<file path="config.mk">
export PLATFORM = sky130hd
export DESIGN_NAME = dual_reload_timer
export DESIGN_NICKNAME = d
export VERILOG_FILES = /design/src/rtl/drt_pkg.sv /design/src/rtl/drt_counter.sv /design/src/rtl/drt_pin.sv /design/src/rtl/drt_pending.sv /design/src/rtl/dual_reload_timer.sv
export SDC_FILE = /design/constraint.sdc
export NUM_CORES = 1
export LEC_CHECK = 0
export BUFFER_PORTS_ARGS = -buffer_cell sky130_fd_sc_hd__buf_2
export CAP_MARGIN = 20
export CORE_ASPECT_RATIO = 1.5
export CORE_MARGIN = 1.5
export CORE_UTILIZATION = 38
export DETAILED_ROUTE_END_ITERATION = 10
export PLACE_DENSITY = 0.54
export SETUP_SLACK_MARGIN = 0.3
export SYNTH_ARGS = -nofsm -noshare
export SYNTH_HDL_FRONTEND = slang
export SYNTH_HIERARCHICAL = 1
export SYNTH_SLANG_ARGS = --single-unit
</file>
<file path="constraint.sdc">
create_clock -name clk -period 2.7 [get_ports clk]
set_input_delay 0.405 -clock clk [delete_from_list [all_inputs] [get_ports clk]]
set_output_delay 0.405 -clock clk [all_outputs]
set_load 0.1 [all_outputs]
</file>
<file path="src/rtl/drt_pkg.sv">
package drt_pkg;
  localparam int REG_AW = 3;
  typedef enum logic [REG_AW-1:0] {
    REG_RLD_A = 3'd0,
    REG_RLD_B = 3'd1,
    REG_CNT1  = 3'd2,
    REG_CNT2  = 3'd3,
    REG_CTRL  = 3'd4,
    REG_PIN   = 3'd5,
    REG_PEND  = 3'd6
  } reg_addr_e;
  localparam int CTRL_TOG = 0;
  localparam int CTRL_IE1 = 1;
  localparam int CTRL_IE2 = 2;
  localparam int CTRL_W   = 3;
endpackage

</file>
<file path="src/rtl/drt_counter.sv">
module drt_counter #(
  parameter int W = 16
) (
  input  logic         clk,
  input  logic         rst_n,
  input  logic         tick,
  input  logic         load,
  input  logic [W-1:0] load_val,
  input  logic [W-1:0] reload,
  output logic [W-1:0] cnt,
  output logic         underflow
);
  localparam logic [W-1:0] ZERO = '0;

  assign underflow = tick && !load && (cnt == ZERO);

  always_ff @(posedge clk) begin
    if (!rst_n)         cnt <= ZERO;
    else if (load)      cnt <= load_val;
    else if (underflow) cnt <= reload;
    else if (tick)      cnt <= cnt - 1'b1;
  end

  AST_COUNT_DOWN: assert property (@(posedge clk) disable iff (!rst_n)
    (tick && !load && cnt != ZERO) |=> cnt == $past(cnt) - 1'b1);
  AST_COUNT_HOLD: assert property (@(posedge clk) disable iff (!rst_n)
    (!tick && !load) |=> $stable(cnt));
  AST_RELOAD_ON_ZERO: assert property (@(posedge clk) disable iff (!rst_n)
    (tick && !load && cnt == ZERO) |=> cnt == $past(reload));
  AST_LOAD_WINS: assert property (@(posedge clk) disable iff (!rst_n)
    load |=> cnt == $past(load_val));
endmodule

</file>
<file path="src/rtl/drt_pin.sv">
module drt_pin (
  input  logic clk,
  input  logic rst_n,
  input  logic underflow,
  input  logic toggle_en,
  input  logic lvl_wr,
  input  logic lvl_val,
  output logic pin,
  output logic rise
);
  logic flip;
  assign flip = underflow && toggle_en && !lvl_wr;
  assign rise = flip && !pin;

  always_ff @(posedge clk) begin
    if (!rst_n)      pin <= 1'b0;
    else if (lvl_wr) pin <= lvl_val;
    else if (flip)   pin <= ~pin;
  end

  AST_PIN_TOGGLES: assert property (@(posedge clk) disable iff (!rst_n)
    (underflow && toggle_en && !lvl_wr) |=> pin != $past(pin));
  AST_PIN_STEADY: assert property (@(posedge clk) disable iff (!rst_n)
    (!lvl_wr && !(underflow && toggle_en)) |=> $stable(pin));
  AST_PIN_WRITE: assert property (@(posedge clk) disable iff (!rst_n)
    lvl_wr |=> pin == $past(lvl_val));
endmodule

</file>
<file path="src/rtl/drt_pending.sv">
module drt_pending (
  input  logic clk,
  input  logic rst_n,
  input  logic set,
  input  logic clr,
  input  logic en,
  output logic pend,
  output logic irq
);
  always_ff @(posedge clk) begin
    if (!rst_n) begin
      pend <= 1'b0;
      irq  <= 1'b0;
    end else begin
      pend <= (pend && !clr) || set;
      irq  <= pend && en;
    end
  end

  AST_PEND_STICKY: assert property (@(posedge clk) disable iff (!rst_n)
    (pend && !clr) |=> pend);
  AST_SET_WINS: assert property (@(posedge clk) disable iff (!rst_n)
    set |=> pend);
  AST_IRQ_MASKED: assert property (@(posedge clk) disable iff (!rst_n)
    !en |=> !irq);
endmodule

</file>
<file path="src/rtl/dual_reload_timer.sv">
module dual_reload_timer #(
  parameter int CNT_W = 16
) (
  input  logic                        clk,
  input  logic                        rst_n,
  input  logic                        tick1,
  input  logic                        tick2,
  input  logic                        wr_en,
  input  logic [drt_pkg::REG_AW-1:0]  addr,
  input  logic [CNT_W-1:0]            wr_data,
  output logic [CNT_W-1:0]            rd_data,
  output logic                        pin_out,
  output logic                        irq1,
  output logic                        irq2
);
  import drt_pkg::*;

  localparam int NCH = 2;

  logic [CNT_W-1:0]  rld_a, rld_b;
  logic [CTRL_W-1:0] ctrl;
  logic [CNT_W-1:0]  cnt    [NCH];
  logic [CNT_W-1:0]  rld    [NCH];
  logic [NCH-1:0]    tick, load, uf, pend, pset, ien, irq;
  logic              pin_rise;

  always_ff @(posedge clk) begin
    if (!rst_n) begin
      rld_a <= '0;
      rld_b <= '0;
      ctrl  <= '0;
    end else if (wr_en) begin
      if (addr == REG_RLD_A) rld_a <= wr_data;
      if (addr == REG_RLD_B) rld_b <= wr_data;
      if (addr == REG_CTRL)  ctrl  <= wr_data[CTRL_W-1:0];
    end
  end

  assign tick = {tick2, tick1};
  assign load = {wr_en && addr == REG_CNT2, wr_en && addr == REG_CNT1};
  assign rld[0] = rld_a;
  assign rld[1] = rld_b;
  assign ien  = {ctrl[CTRL_IE2], ctrl[CTRL_IE1]};
  assign pset = {uf[1], pin_rise};

  for (genvar i = 0; i < NCH; i++) begin : g_ch
    drt_counter #(.W(CNT_W)) u_cnt (
      .clk(clk), .rst_n(rst_n), .tick(tick[i]), .load(load[i]),
      .load_val(wr_data), .reload(rld[i]), .cnt(cnt[i]), .underflow(uf[i])
    );
    drt_pending u_pend (
      .clk(clk), .rst_n(rst_n), .set(pset[i]),
      .clr(wr_en && addr == REG_PEND && wr_data[i]),
      .en(ien[i]), .pend(pend[i]), .irq(irq[i])
    );
  end

  drt_pin u_pin (
    .clk(clk), .rst_n(rst_n), .underflow(uf[0]), .toggle_en(ctrl[CTRL_TOG]),
    .lvl_wr(wr_en && addr == REG_PIN), .lvl_val(wr_data[0]),
    .pin(pin_out), .rise(pin_rise)
  );

  assign irq1 = irq[0];
  assign irq2 = irq[1];

  always_comb begin
    rd_data = '0;
    case (addr)
      REG_RLD_A: rd_data = rld_a;
      REG_RLD_B: rd_data = rld_b;
      REG_CNT1:  rd_data = cnt[0];
      REG_CNT2:  rd_data = cnt[1];
      REG_CTRL:  rd_data[CTRL_W-1:0] = ctrl;
      REG_PIN:   rd_data[0] = pin_out;
      REG_PEND:  rd_data[NCH-1:0] = pend;
      default:   rd_data = '0;
    endcase
  end

  AST_PEND1_FROM_PIN: assert property (@(posedge clk) disable iff (!rst_n)
    $rose(pend[0]) |-> $rose(pin_out));
  AST_PEND2_ON_UF: assert property (@(posedge clk) disable iff (!rst_n)
    uf[1] |=> pend[1]);
  AST_CNT2_RELOAD: assert property (@(posedge clk) disable iff (!rst_n)
    uf[1] |=> cnt[1] == $past(rld_b));
endmodule

</file>
======== Word-level counts from Yosys, hierarchy flattened ========
Index checks and enable logic that the tools add are counted.
cells by class
  bitwise operators ....................... 1
  add/subtract/negate cells ............... 2
  reductions and logical operators ........ 34
  eq/ne operators ......................... 6
  mux-type cells .......................... 12
operators with widths
  operator               count
  $mux 16                6
  $pmux 13 s4            1
  $logic_not 16->1       2
  $sub 16x1->16 const B  2
  $logic_and 1x1->1      17
  $eq 3x3->1 const B     3
  $pmux 1 s7             1
  $eq 3x2->1 const B     2
  $logic_not 1->1        6
  $pmux 1 s6             1
  $reduce_and 2->1       3
  $reduce_bool 3->1      2
  $pmux 1 s5             1
  $eq 3x1->1 const B     1
  $logic_not 3->1        1
  $logic_or 1x1->1       2
  $mux 1                 2
  $reduce_bool 2->1      1
  $not 1->1              1
word-level totals
  word-level logic and storage cells ...... 65
  bits of input ports ..................... 24
  register bits after elaboration ......... 72
  output and inout port bits .............. 19

======== Logic depth before layout (Yosys ltp) ========
  depth in word-level cells ............... 9
  gate-level depth with buffers ........... 12

======== Cells and area by module ========
The synthesis kept the hierarchy.
modules (own cells, without submodules)
  module             times used  cells each  area each (µm²)
  drt_counter        2           151         1193.6
  dual_reload_timer  1           212         1999.4
  drt_pending        2           5           68.8
  drt_pin            1           8           70.1

======== Least setup slack after synthesis ========
No wires, ideal clock.
  kind .................................... input-to-output
  start point ............................. in addr[0] in the netlist's numbering
  end point ............................... out rd_data[2]
  required time ........................... 2.295 ns
  slack ................................... -0.970 ns
  path buffers ............................ 3
  stages .................................. 6
  arrival time ............................ 3.265 ns
  cell sequence ........................... buf_4 buf_4 buf_2 nand3b_1 o21a_1 o21ai_0
on the way
  longest elaborated chain between the ends .. 2
  elaborated cells on any way between the ends .. 6
  those cells by class .................... eq/ne: 4; mux: 1; reduce/logical: 1
ends and longest elaborated chain
  element                             line                     source
  from (decl)                         dual_reload_timer.sv:9   input logic [drt_pkg::REG_AW-1:0] addr,
  $eq 3x3->1 (tied with other cells)  dual_reload_timer.sv:69  case (addr)
  $pmux 1 s5 (*)                      dual_reload_timer.sv:69
  to (decl)                           dual_reload_timer.sv:11  output logic [CNT_W-1:0] rd_data,
Mark *: on every way between the ends. The rest lies on a longest branch, timed or not.

======== Final worst setup path ========
  start point ............................. in addr[0] in the netlist's numbering
  end point ............................... out rd_data[4]
on the way
  longest elaborated chain between the ends .. 2
  elaborated cells on any way between the ends .. 5
  those cells by class .................... eq/ne: 3; mux: 1; reduce/logical: 1
ends and longest elaborated chain
  element                             line
  $eq 3x2->1 (tied with other cells)  dual_reload_timer.sv:69
  $pmux 13 s4 (*)                     dual_reload_timer.sv:69
Marked as above.

==> impl_metrics.tcl <==
set metrics [dict create \
    dr.pass1.iters 4 \
    finish.instance_area_um2 5170 \
    path_cells "buf_2 > buf_4 > mux4_2 > nor2b_1 > buf_2" \
    outcome "finished, final reports clean" \
    cts_sinks 72 \
    synth.distinct_cells 62 \
    power.leakage_uw 0.00190 \
    cts_tree "yes" \
    crit_slowest_cell "mux4_2" \
    crit_top_cell "buf_2" \
    switching_share_pct 39.1 \
    syn_nets 558 \
    tns_ps 0 \
    fmax_mhz 445 \
    core_um2 11900 \
    synthArstFlopShare_pct 0 \
    critical_path.startpoint "addr[0]" \
    diodes 0 \
    setup_ws_ps 453 \
    initial_utilization_pct 38.6 \
    use_met3_pct 3.81 \
    met2_usage_pct 39.7 \
    layout_common_cells "nand2_1, dfxtp_1, buf_2, o21ai_0, a21oi_1" \
    drive_gt1_share_pct 22.6 \
    post-place-cells 711 \
    cts_root_buffer "clkbuf_16" \
    register_area_um2 1440 \
    synthSimpleGateAreaFrac_pct 27.6 \
    cp.required_ps 2300 \
    combPwrFrac_pct 38.3 \
    clock_latency_ps 330 \
    cp-start-kind "input pin" \
    critical_path.top_delay_family "buffers and inverters" \
    worst_slew_pin_slew_ps 626 \
    maxSlewHeadroom_pct 57.8 \
    ant_nets 0 \
    routed_wirelength_um 14100 \
    syn_to_final_growth_pct 12.5 \
    grt-ovfl-total 0 \
    synth_edf_count 0 \
    drv_slew 0 \
    die_w_um 92.8 \
    drt_iter0_markers 254 \
    portBuffers 42 \
    grt_max_degree 30 \
    synth_flop_cell "dfxtp_1" \
    postCtsHoldBufs 0 \
    synth_xor_area_share_pct 2.29 \
    rrSetupSlack_ps 570 \
    period_share_pct 83.2 \
    max_cap_violations 0 \
    die_area_um2 12800 \
    ys_seq_area_share_pct 31.4 \
    cts_buffers 9 \
    fp.dieH_um 138 \
    dp_hpwl_um 10600 \
    critPathBufInv 3 \
    grt_pass1_vias 4024 \
    synthAdderAreaFrac_pct 0.545 \
    worst-setup-path-type "in2out" \
    final-hold-violation-count 0 \
    rsz0062_at_grt "no" \
    h-tree-depth 3 \
    multiInputGateArea_um2 2850 \
    hold_class "in2reg" \
    fill_cells 1221 \
    place.gp.congestion 0.880 \
    p_sw_uw 1550 \
    track_usage_pct 23.2 \
    hp-start "wr_data[5]" \
    vias_per_cell 5.84 \
    cp-end-kind "output port" \
    fin_nets 595 \
    mostFrequentLayoutCell "nand2_1" \
    seqPwrFrac_pct 35.8 \
    cp_slowest_stage_delay_ps 540 \
    cts.clk_slew.worst_paths_ps 50 \
    grt_busiest_layer "met2" \
    synth_mux_area_share_pct 9.78 \
    placed_cell_area_um2 4920 \
    instances_no_fill 724 \
    cts_setup_buffers 0 \
    worstReg2RegStart "g_ch[1].u_cnt/cnt[0]" \
    syn_area_um2 4590 \
    drc 0 \
    pre_cts_ws_ps 353 \
    finClkSkew_ps 5.12 \
    worstPathArrival_ps 1840 \
    grt_pass1_wl_um 22400 \
    fin_crit_ps 2250 \
    placementRows 49 \
    setup_viol 0 \
    ir_drop_mv 0.309 \
    power.share.clock_pct 25.9 \
    clockBufferDepth 2 \
    synth_warnings 6 \
    ioPinCount 43 \
    grt_use_met1_pct 28.2 \
    power_density_nw_per_um2 769 \
    intPower_uw 2420 \
    synth_area_per_cell_um2 8.64 \
    syn-instance-count 532 \
    synth_compound_area_share_pct 21.3 \
    synth_seq_cells 72 \
    routed-via-count 4225 \
    routedWlPerCell_um 19.4 \
    critPathMaxFanout 16 \
    antenna_found_initial 0 \
    synth_top_family_by_area "simple AND/OR/NAND/NOR gates" \
]
cell families after synthesis:
family / count (synthesis)
mux: 28
flops: 72
simple gates: 222
fa+ha+maj: 2
compound gates: 144
buf+inv: 52
xor+xnor: 12
registers in the layout, indices dropped and copies added, names as in the netlist:
register and flops:
g_ch.u_cnt/cnt 32, ctrl 3, g_ch.u_pend/irq 2, rld_b 16
rld_a 16, g_ch.u_pend/pend 2, u_pin/pin 1
path summary, 6_finish.rpt:
check	to	depth (start not counted)
setup / recovery	rd_data[4]	5
hold / removal	rld_b[5]	3
setup reg to reg	g_ch[1].u_cnt/cnt[12]	7
hold reg to reg	rld_a[12]	2
layout make-up:
| cell class | instances | area share, % |
|---|---|---|
| tap | 153 | 3.70 |
| clock inverter | 2 | 0.194 |
| inverter | 17 | 1.72 |
| sequential | 72 | 27.9 |
| multi-input combinational | 408 | 55.2 |
| clock buffer | 11 | 4.50 |
| timing repair buffer | 61 | 6.83 |
worst register-to-register path: cells and delay by family, from the launching register on:
kind | cells | cell delay (ps)
simple gates | 3 | 1160
flops | 1 | 360
compound gates | 2 | 260
fa+ha+maj | 1 | 170
buf+inv | 1 | 110
cell usage after synthesis (all sizes together), types with 3 or more instances:
cell type	count	share of area (%)
o21ai	35	3.8
nor3b	23	4.0
nand3	12	1.3
xor2	6	1.1
and4b	3	0.65
o21a	3	0.49
nor3	20	2.4
a31oi	8	1.1
nor2b	22	3.4
a21oi	28	3.1
xnor2	6	1.1
o311a	3	0.71
o31ai	6	0.98
o22ai	4	0.54
mux2i	10	2.2
mux4	13	6.4
or4	6	1.0
nor4	6	1.5
inv	15	1.2
nand2	87	7.1
and3b	3	0.57
buf	16	2.7
nor2	21	1.7
a21boi	32	5.2
clkbuf	19	2.5
mux2	5	1.2
nand3b	4	0.65
o32ai	4	1.4
o211ai	5	0.82
dfxtp	72	31
power by group through the flow:
stage | clock network [uW] | registers, uW | logic, uW
CTS | 1050 | 1420 | 1500
global placement | 0 | 1430 | 1480
finish | 1030 | 1420 | 1520
floorplan | 0 | 1360 | 1170
global route | 1110 | 1450 | 1650
detailed placement | 0 | 1440 | 1490
per-layer routing:
metal  part of all wire [%]  up-vias
li1                       -     2010
met3                    5.4       36
met4                    3.6        0
met1                     40     2043
met2                     51      136
met5                      0        -
timing repair:
action,4_1_cts,5_1_grt
resized for setup,0,1
hold endpoints to repair,0,0
setup endpoints to repair,0,1
metrics by stage:
stage	utilization, %	total power, uW	hold WS, ps
6_report	43.4	3970	365
5_1_grt	43.4	4210	366
4_1_cts	43.4	3970	356
3_5_place_dp	41.4	2930	465
3_3_place_gp	41.4	2910	456
2_1_floorplan	-	2530	441
(Power assumes the default switching activity.)
